[src/rtl/fom_pkg.sv]
package fom_pkg;

    localparam int FACT_W   = 8;
    localparam int FACT_ONE = 256;

    typedef enum logic [1:0] {
        FOM_INVALID = 2'd0,
        FOM_HEO     = 2'd1,
        FOM_VEO     = 2'd2,
        FOM_BOTH    = 2'd3
    } fom_mode_e;

    typedef enum logic {
        SWEEP_CTLE = 1'b0,
        SWEEP_DFE  = 1'b1
    } sweep_e;

    function automatic int max_int(input int x, input int y);
        return (x > y) ? x : y;
    endfunction

    // The invalid code falls back to the minimum-of-both definition.
    function automatic fom_mode_e resolve_mode(input logic [1:0] raw);
        return (raw == 2'd0) ? FOM_BOTH : fom_mode_e'(raw);
    endfunction

endpackage

[src/rtl/fom_calc.sv]
module fom_calc
    import fom_pkg::*;
#(
    parameter int EYE_W     = 6,
    parameter int IDX_W     = 4,
    parameter int VEO_SHIFT = 6,
    parameter int DW        = 8,
    parameter int PROD_W    = DW + 11
) (
    input  logic                     clk,
    input  logic                     rst,
    input  logic                     fire,
    input  logic                     last,
    input  logic [IDX_W-1:0]         idx,
    input  logic [EYE_W-1:0]         heo,
    input  logic [EYE_W-1:0]         veo,
    input  logic                     sweep_sel,
    input  logic [1:0]               ctle_mode,
    input  logic [1:0]               dfe_mode,
    input  logic                     ctle_cfg_en,
    input  logic                     dfe_cfg_en,
    input  logic [FACT_W-1:0]        fac_a,
    input  logic [FACT_W-1:0]        ofs_b,
    input  logic [FACT_W-1:0]        ofs_c,
    input  logic [FACT_W-1:0]        veo_scale,
    output logic                     s1_valid,
    output logic                     s1_last,
    output logic [IDX_W-1:0]         s1_idx,
    output logic                     s1_use_cfg,
    output logic [EYE_W-1:0]         s1_simple,
    output logic signed [PROD_W-1:0] s1_prod_h,
    output logic signed [PROD_W-1:0] s1_prod_v,
    output logic                     config_error
);

    localparam int VP_W = EYE_W + FACT_W;
    localparam logic [VP_W-1:0] EYE_MAX = VP_W'({EYE_W{1'b1}});

    logic [1:0]               raw_mode;
    logic                     cfg_on;
    fom_mode_e                eff_mode;
    logic                     bad_cfg;
    logic [VP_W-1:0]          vprod;
    logic [VP_W-1:0]          vshift;
    logic [EYE_W-1:0]         vsat;
    logic [EYE_W-1:0]         simple;
    logic signed [DW:0]       dh;
    logic signed [DW:0]       dv;
    logic signed [PROD_W-1:0] dh_x;
    logic signed [PROD_W-1:0] dv_x;
    logic signed [PROD_W-1:0] wa_x;
    logic signed [PROD_W-1:0] wna_x;
    fom_mode_e                s1_mode;
    logic [EYE_W-1:0]         s1_heo;

    // Pick the settings set for this beat's sweep type.
    always_comb begin
        if (sweep_e'(sweep_sel) == SWEEP_DFE) begin
            raw_mode = dfe_mode;
            cfg_on   = dfe_cfg_en;
        end else begin
            raw_mode = ctle_mode;
            cfg_on   = ctle_cfg_en;
        end
        eff_mode = resolve_mode(raw_mode);
        bad_cfg  = !cfg_on && (raw_mode == 2'd0);
    end

    // Simple modes: scaled and saturated VEO, then the selection.
    always_comb begin
        vprod  = VP_W'(veo) * VP_W'(veo_scale);
        vshift = vprod >> VEO_SHIFT;
        vsat   = (vshift > EYE_MAX) ? EYE_MAX[EYE_W-1:0] : vshift[EYE_W-1:0];
        unique case (eff_mode)
            FOM_HEO: simple = heo;
            FOM_VEO: simple = veo;
            default: simple = (heo < vsat) ? heo : vsat;
        endcase
    end

    // Weighted formula: offsets removed, then the two weighted products.
    always_comb begin
        dh    = $signed({1'b0, DW'(heo)}) - $signed({1'b0, DW'(ofs_b)});
        dv    = $signed({1'b0, DW'(veo)}) - $signed({1'b0, DW'(ofs_c)});
        dh_x  = PROD_W'(dh);
        dv_x  = PROD_W'(dv);
        wa_x  = $signed(PROD_W'(fac_a));
        wna_x = $signed(PROD_W'(FACT_ONE - int'(fac_a)));
    end

    always_ff @(posedge clk) begin
        if (rst) begin
            s1_valid     <= 1'b0;
            s1_last      <= 1'b0;
            s1_idx       <= '0;
            s1_use_cfg   <= 1'b0;
            s1_simple    <= '0;
            s1_prod_h    <= '0;
            s1_prod_v    <= '0;
            s1_mode      <= FOM_BOTH;
            s1_heo       <= '0;
            config_error <= 1'b0;
        end else begin
            s1_valid <= fire;
            if (fire) begin
                s1_last    <= last;
                s1_idx     <= idx;
                s1_use_cfg <= cfg_on;
                s1_simple  <= simple;
                s1_prod_h  <= dh_x * wa_x;
                s1_prod_v  <= dv_x * wna_x;
                s1_mode    <= eff_mode;
                s1_heo     <= heo;
                if (bad_cfg) config_error <= 1'b1;
            end
        end
    end

    // the minimum-of-both score can never exceed the candidate's HEO.
    assert_both_le_heo_R3: assert property (@(posedge clk) disable iff (rst)
        (s1_valid && !s1_use_cfg && s1_mode == FOM_BOTH) |-> (s1_simple <= s1_heo));

    // the error flag is sticky until reset.
    assert_err_sticky_R4: assert property (@(posedge clk) disable iff (rst)
        $past(config_error) |-> config_error);

endmodule

[src/rtl/fom_track.sv]
module fom_track
    import fom_pkg::*;
#(
    parameter int EYE_W   = 6,
    parameter int IDX_W   = 4,
    parameter int PROD_W  = 19,
    parameter int SCORE_W = PROD_W + 1
) (
    input  logic                      clk,
    input  logic                      rst,
    input  logic                      start,
    input  logic                      s1_valid,
    input  logic                      s1_last,
    input  logic [IDX_W-1:0]          s1_idx,
    input  logic                      s1_use_cfg,
    input  logic [EYE_W-1:0]          s1_simple,
    input  logic signed [PROD_W-1:0]  s1_prod_h,
    input  logic signed [PROD_W-1:0]  s1_prod_v,
    output logic                      done,
    output logic                      have_best,
    output logic [IDX_W-1:0]          best_idx,
    output logic signed [SCORE_W-1:0] best_score
);

    logic signed [SCORE_W-1:0] score;
    logic                      better;

    always_comb begin
        if (s1_use_cfg)
            score = SCORE_W'(s1_prod_h) + SCORE_W'(s1_prod_v);
        else
            score = $signed(SCORE_W'(s1_simple));
        // Strict compare keeps the earliest candidate on a tie.
        better = !have_best || (score > best_score);
    end

    always_ff @(posedge clk) begin
        if (rst) begin
            done       <= 1'b0;
            have_best  <= 1'b0;
            best_idx   <= '0;
            best_score <= '0;
        end else begin
            done <= 1'b0;
            if (start) begin
                have_best <= 1'b0;
            end else if (s1_valid) begin
                if (better) begin
                    best_idx   <= s1_idx;
                    best_score <= score;
                end
                have_best <= 1'b1;
                done      <= s1_last;
            end
        end
    end

    // within a sweep the held best never decreases.
    assert_best_monotonic_R7: assert property (@(posedge clk) disable iff (rst)
        ($past(have_best) && have_best && !$past(start)) |-> (best_score >= $past(best_score)));

    // a new winner needs a strictly higher score, so a tie never replaces it.
    assert_tie_keeps_first_R7: assert property (@(posedge clk) disable iff (rst)
        ($past(have_best) && !$past(start) && !$stable(best_idx)) |-> (best_score > $past(best_score)));

    // a result is only announced when a best exists.
    assert_done_has_best_R8: assert property (@(posedge clk) disable iff (rst)
        done |-> have_best);

endmodule

[src/rtl/fom_select.sv]
module fom_select
    import fom_pkg::*;
#(
    parameter int EYE_W     = 6,
    parameter int IDX_W     = 4,
    parameter int VEO_SHIFT = 6,
    localparam int DW       = max_int(EYE_W, FACT_W),
    localparam int PROD_W   = DW + 11,
    localparam int SCORE_W  = PROD_W + 1
) (
    input  logic                      clk,
    input  logic                      rst,
    input  logic                      start,
    input  logic                      sweep_sel,
    input  logic [1:0]                ctle_mode,
    input  logic [1:0]                dfe_mode,
    input  logic                      ctle_cfg_en,
    input  logic                      dfe_cfg_en,
    input  logic [7:0]                fac_a,
    input  logic [7:0]                ofs_b,
    input  logic [7:0]                ofs_c,
    input  logic [7:0]                veo_scale,
    input  logic                      in_valid,
    output logic                      in_ready,
    input  logic                      in_last,
    input  logic [IDX_W-1:0]          in_idx,
    input  logic [EYE_W-1:0]          in_heo,
    input  logic [EYE_W-1:0]          in_veo,
    output logic                      done,
    output logic [IDX_W-1:0]          best_idx,
    output logic signed [SCORE_W-1:0] best_score,
    output logic                      config_error
);

    logic                     fire;
    logic                     s1_valid;
    logic                     s1_last;
    logic [IDX_W-1:0]         s1_idx;
    logic                     s1_use_cfg;
    logic [EYE_W-1:0]         s1_simple;
    logic signed [PROD_W-1:0] s1_prod_h;
    logic signed [PROD_W-1:0] s1_prod_v;
    logic                     have_best;

    assign in_ready = 1'b1;
    assign fire     = in_valid && in_ready;

    fom_calc #(
        .EYE_W(EYE_W), .IDX_W(IDX_W), .VEO_SHIFT(VEO_SHIFT), .DW(DW), .PROD_W(PROD_W)
    ) u_calc (
        .clk(clk), .rst(rst), .fire(fire), .last(in_last), .idx(in_idx),
        .heo(in_heo), .veo(in_veo), .sweep_sel(sweep_sel),
        .ctle_mode(ctle_mode), .dfe_mode(dfe_mode),
        .ctle_cfg_en(ctle_cfg_en), .dfe_cfg_en(dfe_cfg_en),
        .fac_a(fac_a), .ofs_b(ofs_b), .ofs_c(ofs_c), .veo_scale(veo_scale),
        .s1_valid(s1_valid), .s1_last(s1_last), .s1_idx(s1_idx),
        .s1_use_cfg(s1_use_cfg), .s1_simple(s1_simple),
        .s1_prod_h(s1_prod_h), .s1_prod_v(s1_prod_v),
        .config_error(config_error)
    );

    fom_track #(
        .EYE_W(EYE_W), .IDX_W(IDX_W), .PROD_W(PROD_W), .SCORE_W(SCORE_W)
    ) u_track (
        .clk(clk), .rst(rst), .start(start),
        .s1_valid(s1_valid), .s1_last(s1_last), .s1_idx(s1_idx),
        .s1_use_cfg(s1_use_cfg), .s1_simple(s1_simple),
        .s1_prod_h(s1_prod_h), .s1_prod_v(s1_prod_v),
        .done(done), .have_best(have_best),
        .best_idx(best_idx), .best_score(best_score)
    );

    // done follows an accepted last beat by exactly two cycles.
    assert_done_latency_R8: assert property (@(posedge clk) disable iff (rst)
        done |-> $past(fire && in_last, 2));

endmodule

[config.mk]
export PLATFORM = sky130hd
export DESIGN_NAME = fom_select
export DESIGN_NICKNAME = d
export VERILOG_FILES = /design/src/rtl/fom_pkg.sv /design/src/rtl/fom_calc.sv /design/src/rtl/fom_track.sv /design/src/rtl/fom_select.sv
export SDC_FILE = /design/constraint.sdc
export NUM_CORES = 1
export LEC_CHECK = 0
export BUFFER_PORTS_ARGS = -buffer_cell sky130_fd_sc_hd__buf_2
export CAP_MARGIN = 30
export CORE_ASPECT_RATIO = 1.1
export CORE_UTILIZATION = 35
export DETAILED_ROUTE_END_ITERATION = 6
export RECOVER_POWER = 50
export SLEW_MARGIN = 20
export SYNTH_ARGS = -nofsm -noshare
export SYNTH_HDL_FRONTEND = slang
export SYNTH_HIERARCHICAL = 1
export SYNTH_SLANG_ARGS = --single-unit
[constraint.sdc]
create_clock -name clk -period 8.9 [get_ports clk]
set_input_delay 0.445 -clock clk [delete_from_list [all_inputs] [get_ports clk]]
set_output_delay 0.445 -clock clk [all_outputs]
set_load 0.02 [all_outputs]
==> run summary, run 1 <==
The run finished, with violations left. The checks that failed: max-capacitance violations, max-slew violations. The finished cells cover 13700 um^2.

The synthesized design contains 77 register bits. The part of the power in combinational logic was 0.808. The portion of the clock cycle consumed by the worst path in the final layout works out to 0.810. Counting stages on the worst path, the most repeated cell is sky130_fd_sc_hd__fa_1. In this run, placement finished with an instance count of 2050. In this run the critical register-to-register path is launched from u_calc/s1_prod_h[0]$_SDFFE_PP0P_. The launching element type of the critical path is a primary input. Data arrives at the worst endpoint at 7400 ps.

The total power divided by cell area is 321 nW/um^2, and the final setup skew is 8.57 ps. The worst hold-check path type was primary input to register. For the pre-CTS worst setup slack, the log shows 1610 ps.

For the data required time of the worst path, the log shows 9090 ps. The tools report the overall fraction of global-route tracks in use as 0.182. In the post-route analysis, the smallest setup slack over all paths is 1690 ps. Counting I/O delays and the setup requirement, the final critical path takes 7210 ps. The count of routing violations after the opening detailed-route iteration came out at 511.

The die covers 36800 um^2. By count the netlist is led by 262 x sky130_fd_sc_hd__inv_1, 171 x sky130_fd_sc_hd__ha_1, 144 x sky130_fd_sc_hd__nor2_1. The vertical die dimension was 201 um. The analysis attributes to net switching a power of 2.23 mW. Buffers inserted to repair hold after CTS numbered 0. The layout overhead on the synthesized area is 8.84%, and the count of final max-slew check failures is 107. The tools report the number of max-cap violations as 2.

Summed over all cells, the static leakage comes to 6.66 nW. Initial antenna violation count: 0. The count of instances resized after the clock tree is built is 0, and the net count of the mapped netlist is 1889. The routed layout has 10449 vias.

In this design, the stage delay of the slowest critical-path cell is 620 ps. Yosys attributes the largest share of cell area to sky130_fd_sc_hd__fa_1 22%, sky130_fd_sc_hd__ha_1 17%, sky130_fd_sc_hd__dfxtp_1 12%. 87 I/O pins were placed. The total power of the final layout is 4.40 mW, and the die width is 183 um.

The worst setup path is of the primary input to register kind. The synthesized area was 12600 um^2. The count of standard-cell rows is 72, and the via density per instance is 5.06. The routed wire length per instance works out to 15.7 um. The run gives 10635 as the number of global-route vias before repair. The worst-margin pin slew came out at 3060 ps. Top routing layer in use: met4. After detailed routing, the wire length on met1 is 14800 um.

The final number of hold-violating endpoints came out at 0. Share of the synthesized area in the top cell type: 0.217. The run gives 5 as the first-pass iteration count of the detailed router. Most used standard cell by instance count after synthesis: sky130_fd_sc_hd__inv_1. Final routed DRC violation total: 0. The count of clock tree sinks was 77. After synthesis, the netlist uses 84 different library cells. The run gives 0 as the global route total overflow. The run gives 0 as the setup violation total in the final timing report.

Detailed placement ended at an HPWL of 26700 um. In this run the worst setup path terminates at u_calc/s1_prod_v[18]$_SDFFE_PP0P_. The core outline area is 35300 um^2. On the critical path, the stage with the largest delay is an instance of sky130_fd_sc_hd__xor2_1. For the number of diodes, the log shows 0.

The most critical setup path has its startpoint at in_veo[0]. The starting density of the core is 0.357, and the count of input and output buffers is 85. The number of H-tree branching levels was 3; the met3 routed wirelength was 1210 um. Maximum number of pins on one net before global-route repair: 66. Setup repair after global routing left no endpoint under its margin. The first global-routing pass estimated 53600 um of wire. Routability-driven placement finished with a final weighted congestion of 0.907. Across all hold checks on the routed design, the worst slack comes to 288 ps.

Async set-or-reset flop fraction in the synthesized netlist: 0. The tools report the critical register-to-register path endpoint as u_track/best_score[3]$_SDFFE_PP0P_. The number of nets in the finished design was 1948; the fraction of layout cells with a size suffix above 1 was 0.0707. The setup fix buffers added after clock tree synthesis is 0. The most used flip-flop cell after synthesis is sky130_fd_sc_hd__dfxtp_1. The run gives 0.122 as the register area share after synthesis. The root buffer cell was sky130_fd_sc_hd__clkbuf_16. The final non-filler cell total was 2065; the depth of the worst register-to-register path was 17.

Setup slack on the worst reg-to-reg path comes out at 3350 ps. STA classifies the critical path endpoint as a register. The worst hold path begins at start.

TritonCTS built the clock tree. Internal power comes to 2.17 mW. Warning count from the yosys run: 6.

The tools report the total negative setup slack as 0 ps. Of all nets on the critical path, the largest fanout is 9. The run gives 0.082 as the relative contribution of the clock network to total power. The run gives 13500 um^2 as the instance area after placement.

The aggregate routed wire length is 32400 um. The run gives 9 as the total CTS buffers. The clock passes through at most 2 buffers. The library cell occupying the most area in the post-synthesis netlist is sky130_fd_sc_hd__fa_1.

The share of the core filled with cells in the final layout came out at 0.389. The proportion of total power due to net switching is 0.508. Maximum clock frequency: 0.139 GHz. The run gives -1.04 as the worst relative slew slack. The number of nets with antenna violations after routing was 0; the clock-pin slew reported for the worst setup and hold paths after clock tree synthesis was 60 ps. The mean post-synth cell area works out to 8.30 um^2.

Counting flops with a built-in enable in the synthesized netlist gives 0. Clock insertion delay at the later pin of the skew report: 350 ps. The logs give 0.109 for the relative contribution of sequential cells to total power and 15600 um for the length of routed met2 wiring.

Synthesis produced a netlist whose cell count is 1521. The run gives 0.219 mV as the peak supply drop.
[registers in the layout (all words and copies together) (netlist names)]
register and flops:
u_track/best_score 20, u_calc/s1_prod_v 19, u_calc/s1_prod_h 18, u_calc/s1_simple 6
u_calc/s1_idx 4, u_track/best_idx 4, u_calc/config_error 1, u_calc/s1_last 1
u_calc/s1_use_cfg 1, u_calc/s1_valid 1, u_track/done 1, u_track/have_best 1
[per-layer routing]
layer | vias to the layer above | global-route usage
met4 | 0 | 0.0557
met3 | 52 | 0.0226
met1 | 5048 | 0.236
met2 | 240 | 0.313
li1 | 5109 | -
met5 | - | 0
[worst max-delay path, delay by kind of cell]
kind	cells	cell delay (ps)
xor gates and xnor gates	2	820
AOI/OAI and AO/OA	6	1160
buffers and inverters	4	560
and+or+nand+nor	5	840
adders and majority gates	8	3580
[placed cells by master (no fill, tap or decap), types with 5 or more instances in the layout]
master / instances
sky130_fd_sc_hd__fa_1: 137
sky130_fd_sc_hd__and3_1: 7
sky130_fd_sc_hd__ha_1: 171
sky130_fd_sc_hd__or3_1: 12
sky130_fd_sc_hd__nand2_1: 107
sky130_fd_sc_hd__a21boi_0: 6
sky130_fd_sc_hd__inv_1: 263
sky130_fd_sc_hd__o21ai_1: 7
sky130_fd_sc_hd__o211ai_1: 8
sky130_fd_sc_hd__o21a_1: 10
sky130_fd_sc_hd__o21ai_0: 47
sky130_fd_sc_hd__buf_4: 6
sky130_fd_sc_hd__buf_2: 56
sky130_fd_sc_hd__a211oi_1: 25
sky130_fd_sc_hd__or2_2: 8
sky130_fd_sc_hd__a21oi_1: 66
sky130_fd_sc_hd__o21bai_1: 6
sky130_fd_sc_hd__a2111oi_0: 5
sky130_fd_sc_hd__clkbuf_16: 9
sky130_fd_sc_hd__dfxtp_1: 77
sky130_fd_sc_hd__nor3_1: 23
sky130_fd_sc_hd__xor2_1: 19
sky130_fd_sc_hd__clkbuf_1: 31
sky130_fd_sc_hd__a21o_1: 21
sky130_fd_sc_hd__nor2_1: 145
sky130_fd_sc_hd__nor2b_1: 31
sky130_fd_sc_hd__and2_1: 72
sky130_fd_sc_hd__nand2b_1: 18
sky130_fd_sc_hd__a22oi_1: 5
sky130_fd_sc_hd__nand4_1: 10
sky130_fd_sc_hd__xnor2_1: 37
sky130_fd_sc_hd__mux2i_1: 29
sky130_fd_sc_hd__nand3_1: 26
[worst min path at each step]
stage | end | cells after the start
detailed placement | u_track/done$_SDFF_PP0_ | 2
floorplan | u_track/done$_SDFF_PP0_ | 2
global route | u_track/have_best$_SDFFE_PP0P_ | 2
CTS | u_track/done$_SDFF_PP0_ | 2
global placement | u_track/done$_SDFF_PP0_ | 2
finish | u_track/done$_SDFF_PP0_ | 2
[cell families after synthesis]
family | share of synthesized area
XOR/XNOR | 0.0389
other | 0.000297
adder cells (fa/ha/maj) | 0.387
AO/OA/AOI/OAI | 0.146
flip-flops | 0.122
buffers and inverters | 0.0937
multiplexers | 0.0257
AND/OR/NAND/NOR | 0.187
[power by group through the flow]
| stage | sequential, mW | combinational, mW | clock (mW) |
|---|---|---|---|
| floorplan | 0.470 | 2.82 | 0 |
| global placement | 0.487 | 3.53 | 0 |
| detailed placement | 0.488 | 3.56 | 0 |
| CTS | 0.481 | 3.60 | 0.373 |
| global route | 0.488 | 4.13 | 0.387 |
| finish | 0.481 | 3.56 | 0.363 |
[layout make-up]
cell class / instances / area, um^2
fillers: 3707 / 21600
multi-input cells: 1136 / 9870
flip-flops and latches: 77 / 1540
inverters: 263 / 987
well taps: 481 / 602
repair buffers: 93 / 442
clock buffers: 9 / 225
clock inverters: 6 / 65.1
No activity file was read; power rests on OpenSTA's default activity.
==> run 2, diff against run 1 <==
==> constraint.sdc (replaced) <==
create_clock -name clk -period 6.8 [get_ports clk]
set_input_delay 0.34 -clock clk [delete_from_list [all_inputs] [get_ports clk]]
set_output_delay 0.34 -clock clk [all_outputs]
set_load 0.02 [all_outputs]
==> run 2 against run 1 <==
Effect of this change:
- the run still ends with max-capacitance violations, max-slew violations left
- sequential share of layout area shrank 0.13 points
- worst hold slack lost 100 ps
- combinational power grew 33%
- non-clock buffer count grew 17
- clock skew grew 2.5 ps
- critical endpoint unchanged
==> run summary, run 2 (synthesis results as in run 1) <==
The run finished, with violations left. The final reports fail on max-capacitance violations, max-slew violations. Among all stages on the critical path, the largest delay is contributed by sky130_fd_sc_hd__fa_1. The top cell family by delay on the critical path was adder cells. In the layout the commonest cells are 262 x sky130_fd_sc_hd__inv_1, 171 x sky130_fd_sc_hd__ha_1, 144 x sky130_fd_sc_hd__nor2_1.

The logs give 0.107 for the relative contribution of sequential cells to total power and 73 for the count of final max-slew check failures. For this run, design rule violations remaining after detail routing come to 0. The part of the power in combinational logic is 0.803, and the core outline area is 35300 um^2. The flip-flop count of the largest register after layout is 20. The run gives 0 as the final number of hold-violating endpoints.

The min-delay analysis places its worst path in the category primary input to register. The data arrival time at the worst-slack endpoint is 6470 ps, and the number of global-route vias before repair is 10558. Proportion of total power due to net switching: 0.504. Dividing the detail-routed wire length by the instance count gives 15.4 um. Start point of the critical path: in_veo[0]. The largest registers in the layout are u_track/best_score (20), u_calc/s1_prod_v (19), u_calc/s1_prod_h (18). Setup violations remaining at the end of the flow were counted as 0.

The floorplan has 72 rows. Across the whole layout, storage elements account for 1540 um^2. The first routing iteration left 566 violations. The multi-input combinational cells in the finished layout cover a total of 9870 um^2.

For this design the static power due to leakage is 6.77 nW. The worst relative slew slack was -0.199. The setup path with the least slack is of type primary input to register. The overall fraction of global-route tracks in use is 0.177, and the total power divided by cell area is 423 nW/um^2.

The number of nets in the finished design is 1965, and the fraction of layout cells with a size suffix above 1 is 0.0830. The number of ports placed on the die boundary is 87, and the clock insertion delay at the later pin of the skew report is 350 ps. Static timing analysis puts the maximum clock frequency at 0.160 GHz. The layout has 3653 filler cells. The count of input and output buffers came out at 85.

For the global route total overflow, the log shows 0. The worst register-to-register path has a depth of 17. For the initial antenna violation count, the log shows 0. Portion of the clock cycle consumed by the worst path in the final layout: 0.921. The layer flagged by global routing as most heavily used is met2. TritonCTS built the clock tree. The worst-case IR drop observed on VDD is 0.225 mV. The total power of the final layout was 5.88 mW.

For the met2 usage, the log shows 0.294. The repair_antennas step left the layout with diodes totalling 0. The shortest period the worst path allows is 6270 ps, and the maximum root-to-sink buffer count is 2.

Counting both buffers and inverters, the worst setup path holds a total of 5. The routed design has 32100 um of wire. Area enclosed by the die boundary: 36800 um^2. Setup repair after global routing left no endpoint under its margin. The first global-routing pass estimated 52500 um of wire. The cell that appears most often on the critical path is sky130_fd_sc_hd__fa_1. The power dissipated by switching net loads came out at 2.96 mW.

After clock tree synthesis, the clock-pin slew on the worst setup and hold paths is 60 ps. Routability-driven placement finished with a final weighted congestion of 0.880. The starting density of the core was 0.357; the number of placed instances with taps included was 2067.

For the first-pass iteration count of the detailed router, the log shows 5. The worst register-to-register path begins at u_calc/s1_prod_h[0]$_SDFFE_PP0P_. Largest fanout on the critical path: 9. Clock skew on the completed layout was measured at 11.1 ps.

For the pin with the worst max-slew slack, the measured transition is 1800 ps. STA classifies the critical path endpoint as a register. In this run the vertical extent of the chip is 201 um. The total CTS buffers is 9, and the relative contribution of the clock network to total power is 0.090. The tools report the data required time of the worst path as 7000 ps. In this run the critical register-to-register path is captured at u_track/best_score[17]$_SDFFE_PP0P_.

Die width: 183 um. More flip-flops sit in one register than any other, and that register is u_track/best_score. For the met1 track utilization from global routing, the log shows 0.235.

The layout overhead on the synthesized area was 10.1%; the post-route worst setup slack was 534 ps. The run gives 41 as the maximum number of pins on one net before global-route repair. The run gives 77 as the count of clock tree sinks.

Final non-filler cell total: 2083. The termination of the worst setup path is u_calc/s1_prod_v[18]$_SDFFE_PP0P_. The run gives 0.0232 as the met3 track utilization from global routing. In this run the remaining antenna-violating nets after routing total 0. The commonest non-fill, non-tap cell in the layout was sky130_fd_sc_hd__inv_1.

The via density per instance was 5.06; the number of logic stages on the critical path including buffering was 27. The root buffer cell was sky130_fd_sc_hd__clkbuf_16. The cell internal power dissipation is 2.92 mW, and the maximum single-stage delay on the critical path is 540 ps.

The total half-perimeter wirelength after legalization and detailed placement is 26500 um, and the setup slack of the worst register-to-register path is 1270 ps. The logs give 0 for the setup fix buffers added after clock tree synthesis and 2 for the number of max-cap violations. Prior to clock tree synthesis, the placed netlist has a worst setup slack of -90.6 ps. STA classifies the critical path startpoint as a primary input. The routed layout has 10537 vias.

The tools report the number of H-tree branching levels as 3.
==> run 2: layout make-up <==
cell class / count / share of cell area
repair buffers: 110 / 0.0409
flip-flops and latches: 77 / 0.111
well taps: 481 / 0.0433
clock inverters: 5 / 0.00594
clock buffers: 11 / 0.0175
multi-input cells: 1136 / 0.710
inverters: 263 / 0.0710
==> run 2: worst register-to-register path, stage by stage, from the launching register on <==
cell and delay (ps):
sky130_fd_sc_hd__dfxtp_1 310, sky130_fd_sc_hd__ha_1 230, sky130_fd_sc_hd__fa_1 460, sky130_fd_sc_hd__a211oi_2 270, sky130_fd_sc_hd__nor2_2 90, sky130_fd_sc_hd__o31ai_1 560, sky130_fd_sc_hd__a31oi_1 350, sky130_fd_sc_hd__a21boi_0 300
sky130_fd_sc_hd__xor2_1 210, sky130_fd_sc_hd__nor2_1 70, sky130_fd_sc_hd__ha_1 300, sky130_fd_sc_hd__o21a_1 180, sky130_fd_sc_hd__o211ai_1 160, sky130_fd_sc_hd__nand4b_1 160, sky130_fd_sc_hd__o21ai_0 970, sky130_fd_sc_hd__buf_4 370
sky130_fd_sc_hd__a21oi_1 90, sky130_fd_sc_hd__a32o_1 330
==> run 2: how the worst min path moves through the flow <==
stage,startpoint,end,depth (start not counted)
finish,start,u_track/have_best$_SDFFE_PP0P_,2
global route,start,u_track/done$_SDFF_PP0_,2
CTS,start,u_track/have_best$_SDFFE_PP0P_,2
detailed placement,u_calc/s1_last$_SDFFE_PP0P_,u_track/done$_SDFF_PP0_,2
global placement,u_calc/s1_last$_SDFFE_PP0P_,u_track/done$_SDFF_PP0_,2
floorplan,start,u_track/done$_SDFF_PP0_,1
==> run 2: metal layers <==
| metal | vias to the layer above | part of all wire |
|---|---|---|
| met5 | - | 0 |
| met4 | 0 | 0.027 |
| met3 | 47 | 0.045 |
| met2 | 257 | 0.46 |
| met1 | 5081 | 0.47 |
| li1 | 5152 | - |
==> run 2: power groups by stage <==
stage	Combinational [mW]	Clock, mW	Sequential [mW]
final	4.73	0.529	0.628
after global routing	5.45	0.556	0.637
after CTS	4.75	0.539	0.628
after detailed placement	4.71	0	0.636
after global placement	4.65	0	0.637
after floorplan	3.69	0	0.615
==> run 2: timing repair <==
item | 4_1_cts | 5_1_grt
setup endpoints to repair | 0 | 3
hold buffers | 0 | 0
endpoints found under the hold margin | 0 | 0
gates resized for setup | 0 | 4
==> run 2: through the flow <==
| step | util | hold WS (ps) | setup TNS (ps) | instance area, um^2 |
|---|---|---|---|---|
| after floorplan | - | 417 | 0 | 12600 |
| after global placement | 0.386 | 435 | 0 | 13600 |
| after detailed placement | 0.386 | 436 | -123 | 13600 |
| after CTS | 0.395 | 175 | 0 | 14000 |
| after global routing | 0.393 | 189 | 0 | 13900 |
| final | 0.393 | 189 | 0 | 13900 |
==> run 3, diff against run 2 <==
--- a/config.mk
+++ b/config.mk
@@ -16,3 +16,4 @@
 export SYNTH_HDL_FRONTEND = slang
 export SYNTH_HIERARCHICAL = 1
 export SYNTH_SLANG_ARGS = --single-unit
+export TNS_END_PERCENT = 50
==> constraint.sdc (replaced) <==
create_clock -name clk -period 7 [get_ports clk]
set_input_delay 0.35 -clock clk [delete_from_list [all_inputs] [get_ports clk]]
set_output_delay 0.35 -clock clk [all_outputs]
set_load 0.02 [all_outputs]
==> run 3 against run 2 <==
Effect of this change:
- largest power group unchanged
- sequential share of layout area increased by 0.054 points
- critical path type unchanged
- cell count is 0.34% lower
- clock-buffer cell count is the same
- register-to-register slack gained 210 ps
- via count down 1.1%
- the flow still finishes with violations (max-capacitance violations, max-slew violations)
- clock skew increased by 2.5 ps
- routed wire length barely moved
==> run summary, run 3 (synthesis results as in run 1) <==
Summed over all nets, wire length on met3 after detailed routing comes to 1050 um. The run gives 0 as the final number of hold-violating endpoints. In the detailed route, the total length drawn on met2 is 15200 um. The highest metal layer carrying signal wires in the routed design is met4. The relative contribution of sequential cells to total power came out at 0.108.

The tools report the number of max-cap violations as 1. The floorplan has 72 rows. The logs give 41 for the count of final max-slew check failures and 70 for the maximum number of pins on one net before global-route repair. The overall fraction of global-route tracks in use was 0.179; the portion of the clock cycle consumed by the worst path in the final layout was 0.914. The starting density of the core was 0.357; the count of input and output buffers was 85. Once placement finished, the instance area stood at 13600 um^2.

The setup violation total in the final timing report was 0; the shortest period the worst path allows was 6400 ps. Setup repair after global routing left no endpoint under its margin. The clock-pin slew reported for the worst setup and hold paths after clock tree synthesis works out to 70 ps.

The worst register-to-register path has a depth of 17. The number of global-route vias before repair is 10566, and the wire length of the first global-routing pass is 53400 um. The core region is 35300 um^2. Gates resized during post-CTS repair numbered 0. In the layout the commonest cells are 262 x sky130_fd_sc_hd__inv_1, 171 x sky130_fd_sc_hd__ha_1, 144 x sky130_fd_sc_hd__nor2_1.

Leakage power of the design: 6.73 nW. The most critical setup path has its startpoint at in_veo[0]. For the count of routing violations after the opening detailed-route iteration, the log shows 447. Clock skew on the completed layout was measured at 13.6 ps.

After detailed routing, the average wire length per cell comes to 15.4 um. The via density per instance is 5.02, and the power dissipated by switching net loads is 2.84 mW. The initial antenna violation count was 0. Root buffer cell: sky130_fd_sc_hd__clkbuf_16. The layout overhead on the synthesized area is 9.58%.

The largest registers in the layout are u_track/best_score (20), u_calc/s1_prod_v (19), u_calc/s1_prod_h (18). The total CTS buffers is 9. The cell area after layout was 13800 um^2. The tools report the number of ports placed on the die boundary as 87. The clock drives 77 sinks.

STA classifies the critical path endpoint as a register. The run gives 5 as the first-pass iteration count of the detailed router. The die covers 36800 um^2. The register with the most flip-flops in the layout has 20 of them.

For the relative contribution of the clock network to total power, the log shows 0.083. The worst-margin pin slew came out at 2750 ps. Part of the power in combinational logic: 0.809. The worst hold-check path type was primary input to register. The aggregate routed wire length is 32100 um.

The tools report the termination of the worst setup path as u_calc/s1_prod_v[18]$_SDFFE_PP0P_. The number of diodes is 0. The checks that failed: max-capacitance violations, max-slew violations.

The final routed DRC violation total is 0. The worst reg2reg path startpoint is u_calc/s1_prod_h[0]$_SDFFE_PP0P_. In this run the register-to-register setup slack is 1480 ps. The tools report the maximum clock frequency as 0.156 GHz. The worst register-to-register path ends at u_track/best_score[16]$_SDFFE_PP0P_. The global route total overflow was 0. The total routed wire length on the met1 layer was 15400 um. Leaving out fill and tap cells, the most frequent cell in the layout is sky130_fd_sc_hd__inv_1. The H-tree generated during clock tree synthesis spans 3 levels.

The vertical die dimension is 201 um, and the post-route worst setup slack is 600 ps. The tools report the total half-perimeter wirelength after legalization and detailed placement as 26200 um. The largest fanout on the critical path is 9. The proportion of total power due to net switching works out to 0.505. The path type of the worst setup path was primary input to register.

In this run, post-CTS hold repair placed 0 buffers. In this run the deepest clock path goes through 2 buffers. In the final timing run, aggregate negative setup slack is 0 ps.

The worst-case IR drop observed on VDD is 0.292 mV. STA puts the critical path data required time at 7190 ps. The clock reaches the later pin of the worst-skew pair after 340 ps. Timing analysis after detailed placement gives a worst setup slack of 137 ps. The run gives -0.833 as the worst relative slew slack. The register with the most flip-flops in the final layout is u_track/best_score. The total power divided by cell area came out at 407 nW/um^2.

The internal power of the cells totals 2.78 mW. The worst setup path is launched from a primary input. Once detail routing completed, the nets flagged for antenna violations numbered 0. The die width works out to 183 um. The last weighted congestion value of the routability-driven placer was 0.884; the via total after detailed routing was 10421. Number of fill cells in the layout: 3670. TritonCTS built the clock tree. The setup fix buffers added after clock tree synthesis is 0, and the fraction of layout cells with a size suffix above 1 is 0.0790. The flow ran to the end, but the final reports show violations. In the final design database the tool counted 1959 nets.

Data on the critical path arrives at its endpoint at 6590 ps.
run 3: changes by cell type in the layout (fill, tap and decap cells not counted), sizes merged:
cell	change
inv	-1
buf	-5
bufinv	-1
clkbuf	-1
clkinv	+1
run 3: per-stage QoR:
| stage | power [mW] | hold slack, ps | utilization | cells |
|---|---|---|---|---|
| floorplan | 4.18 | 421 | - | 1521 |
| global placement | 5.12 | 433 | 0.385 | 2061 |
| detailed placement | 5.16 | 434 | 0.385 | 2061 |
| CTS | 5.68 | 178 | 0.393 | 2076 |
| global route | 6.36 | 199 | 0.392 | 2076 |
| finish | 5.62 | 193 | 0.392 | 2076 |
run 3: worst max-delay path, cell delays in order:
cell,delay (ps)
sky130_fd_sc_hd__buf_2,190
sky130_fd_sc_hd__inv_1,90
sky130_fd_sc_hd__ha_1,200
sky130_fd_sc_hd__fa_1,430
sky130_fd_sc_hd__nor2b_1,120
sky130_fd_sc_hd__o21ai_0,80
sky130_fd_sc_hd__nand2b_1,150
sky130_fd_sc_hd__a21o_1,140
sky130_fd_sc_hd__a21o_1,130
sky130_fd_sc_hd__nor3b_1,240
sky130_fd_sc_hd__nor2_1,100
sky130_fd_sc_hd__fa_1,540
sky130_fd_sc_hd__inv_1,60
sky130_fd_sc_hd__fa_1,510
sky130_fd_sc_hd__fa_1,520
sky130_fd_sc_hd__fa_1,520
sky130_fd_sc_hd__fa_1,520
sky130_fd_sc_hd__inv_1,50
sky130_fd_sc_hd__ha_1,340
sky130_fd_sc_hd__a2111oi_1,470
sky130_fd_sc_hd__nor3_1,160
sky130_fd_sc_hd__nor3_1,310
sky130_fd_sc_hd__o41ai_1,140
sky130_fd_sc_hd__xnor2_1,150
sky130_fd_sc_hd__o21ai_0,80
run 3: how the worst min path moves through the flow:
stage / start / end / slack [ps] / cells past startpoint
2_1_floorplan: u_calc/s1_last$_SDFFE_PP0P_ / u_track/done$_SDFF_PP0_ / 420 / 2
3_3_place_gp: u_calc/s1_last$_SDFFE_PP0P_ / u_track/done$_SDFF_PP0_ / 430 / 2
3_5_place_dp: u_calc/s1_last$_SDFFE_PP0P_ / u_track/done$_SDFF_PP0_ / 430 / 2
4_1_cts: start / u_track/done$_SDFF_PP0_ / 180 / 2
5_1_grt: start / u_track/have_best$_SDFFE_PP0P_ / 200 / 2
6_report: start / u_track/done$_SDFF_PP0_ / 190 / 2
run 3: final cells by class:
class / instances / area, um^2 / area share
Clock buffer: 11 / 243 / 0.0176
Multi-Input combinational cell: 1136 / 9880 / 0.714
Sequential cell: 77 / 1540 / 0.111
Tap cell: 481 / 602 / 0.0435
Inverter: 263 / 987 / 0.0714
Clock inverter: 4 / 48.8 / 0.00353
Timing Repair Buffer: 104 / 529 / 0.0383
run 3: metal layers:
layer  vias up  GRT usage
met4         0     0.0390
met2       211      0.306
met5         -          0
met1      5056      0.243
met3        33     0.0148
li1       5121          -
run 3: power groups by stage:
stage                     combinational (mW)  clock (mW)  sequential (mW)
final                                   4.55       0.467            0.610
after global placement                  4.51           0            0.617
after CTS                               4.59       0.478            0.611
after detailed placement                4.54           0            0.619
after global routing                    5.26       0.489            0.618
after floorplan                         3.58           0            0.598
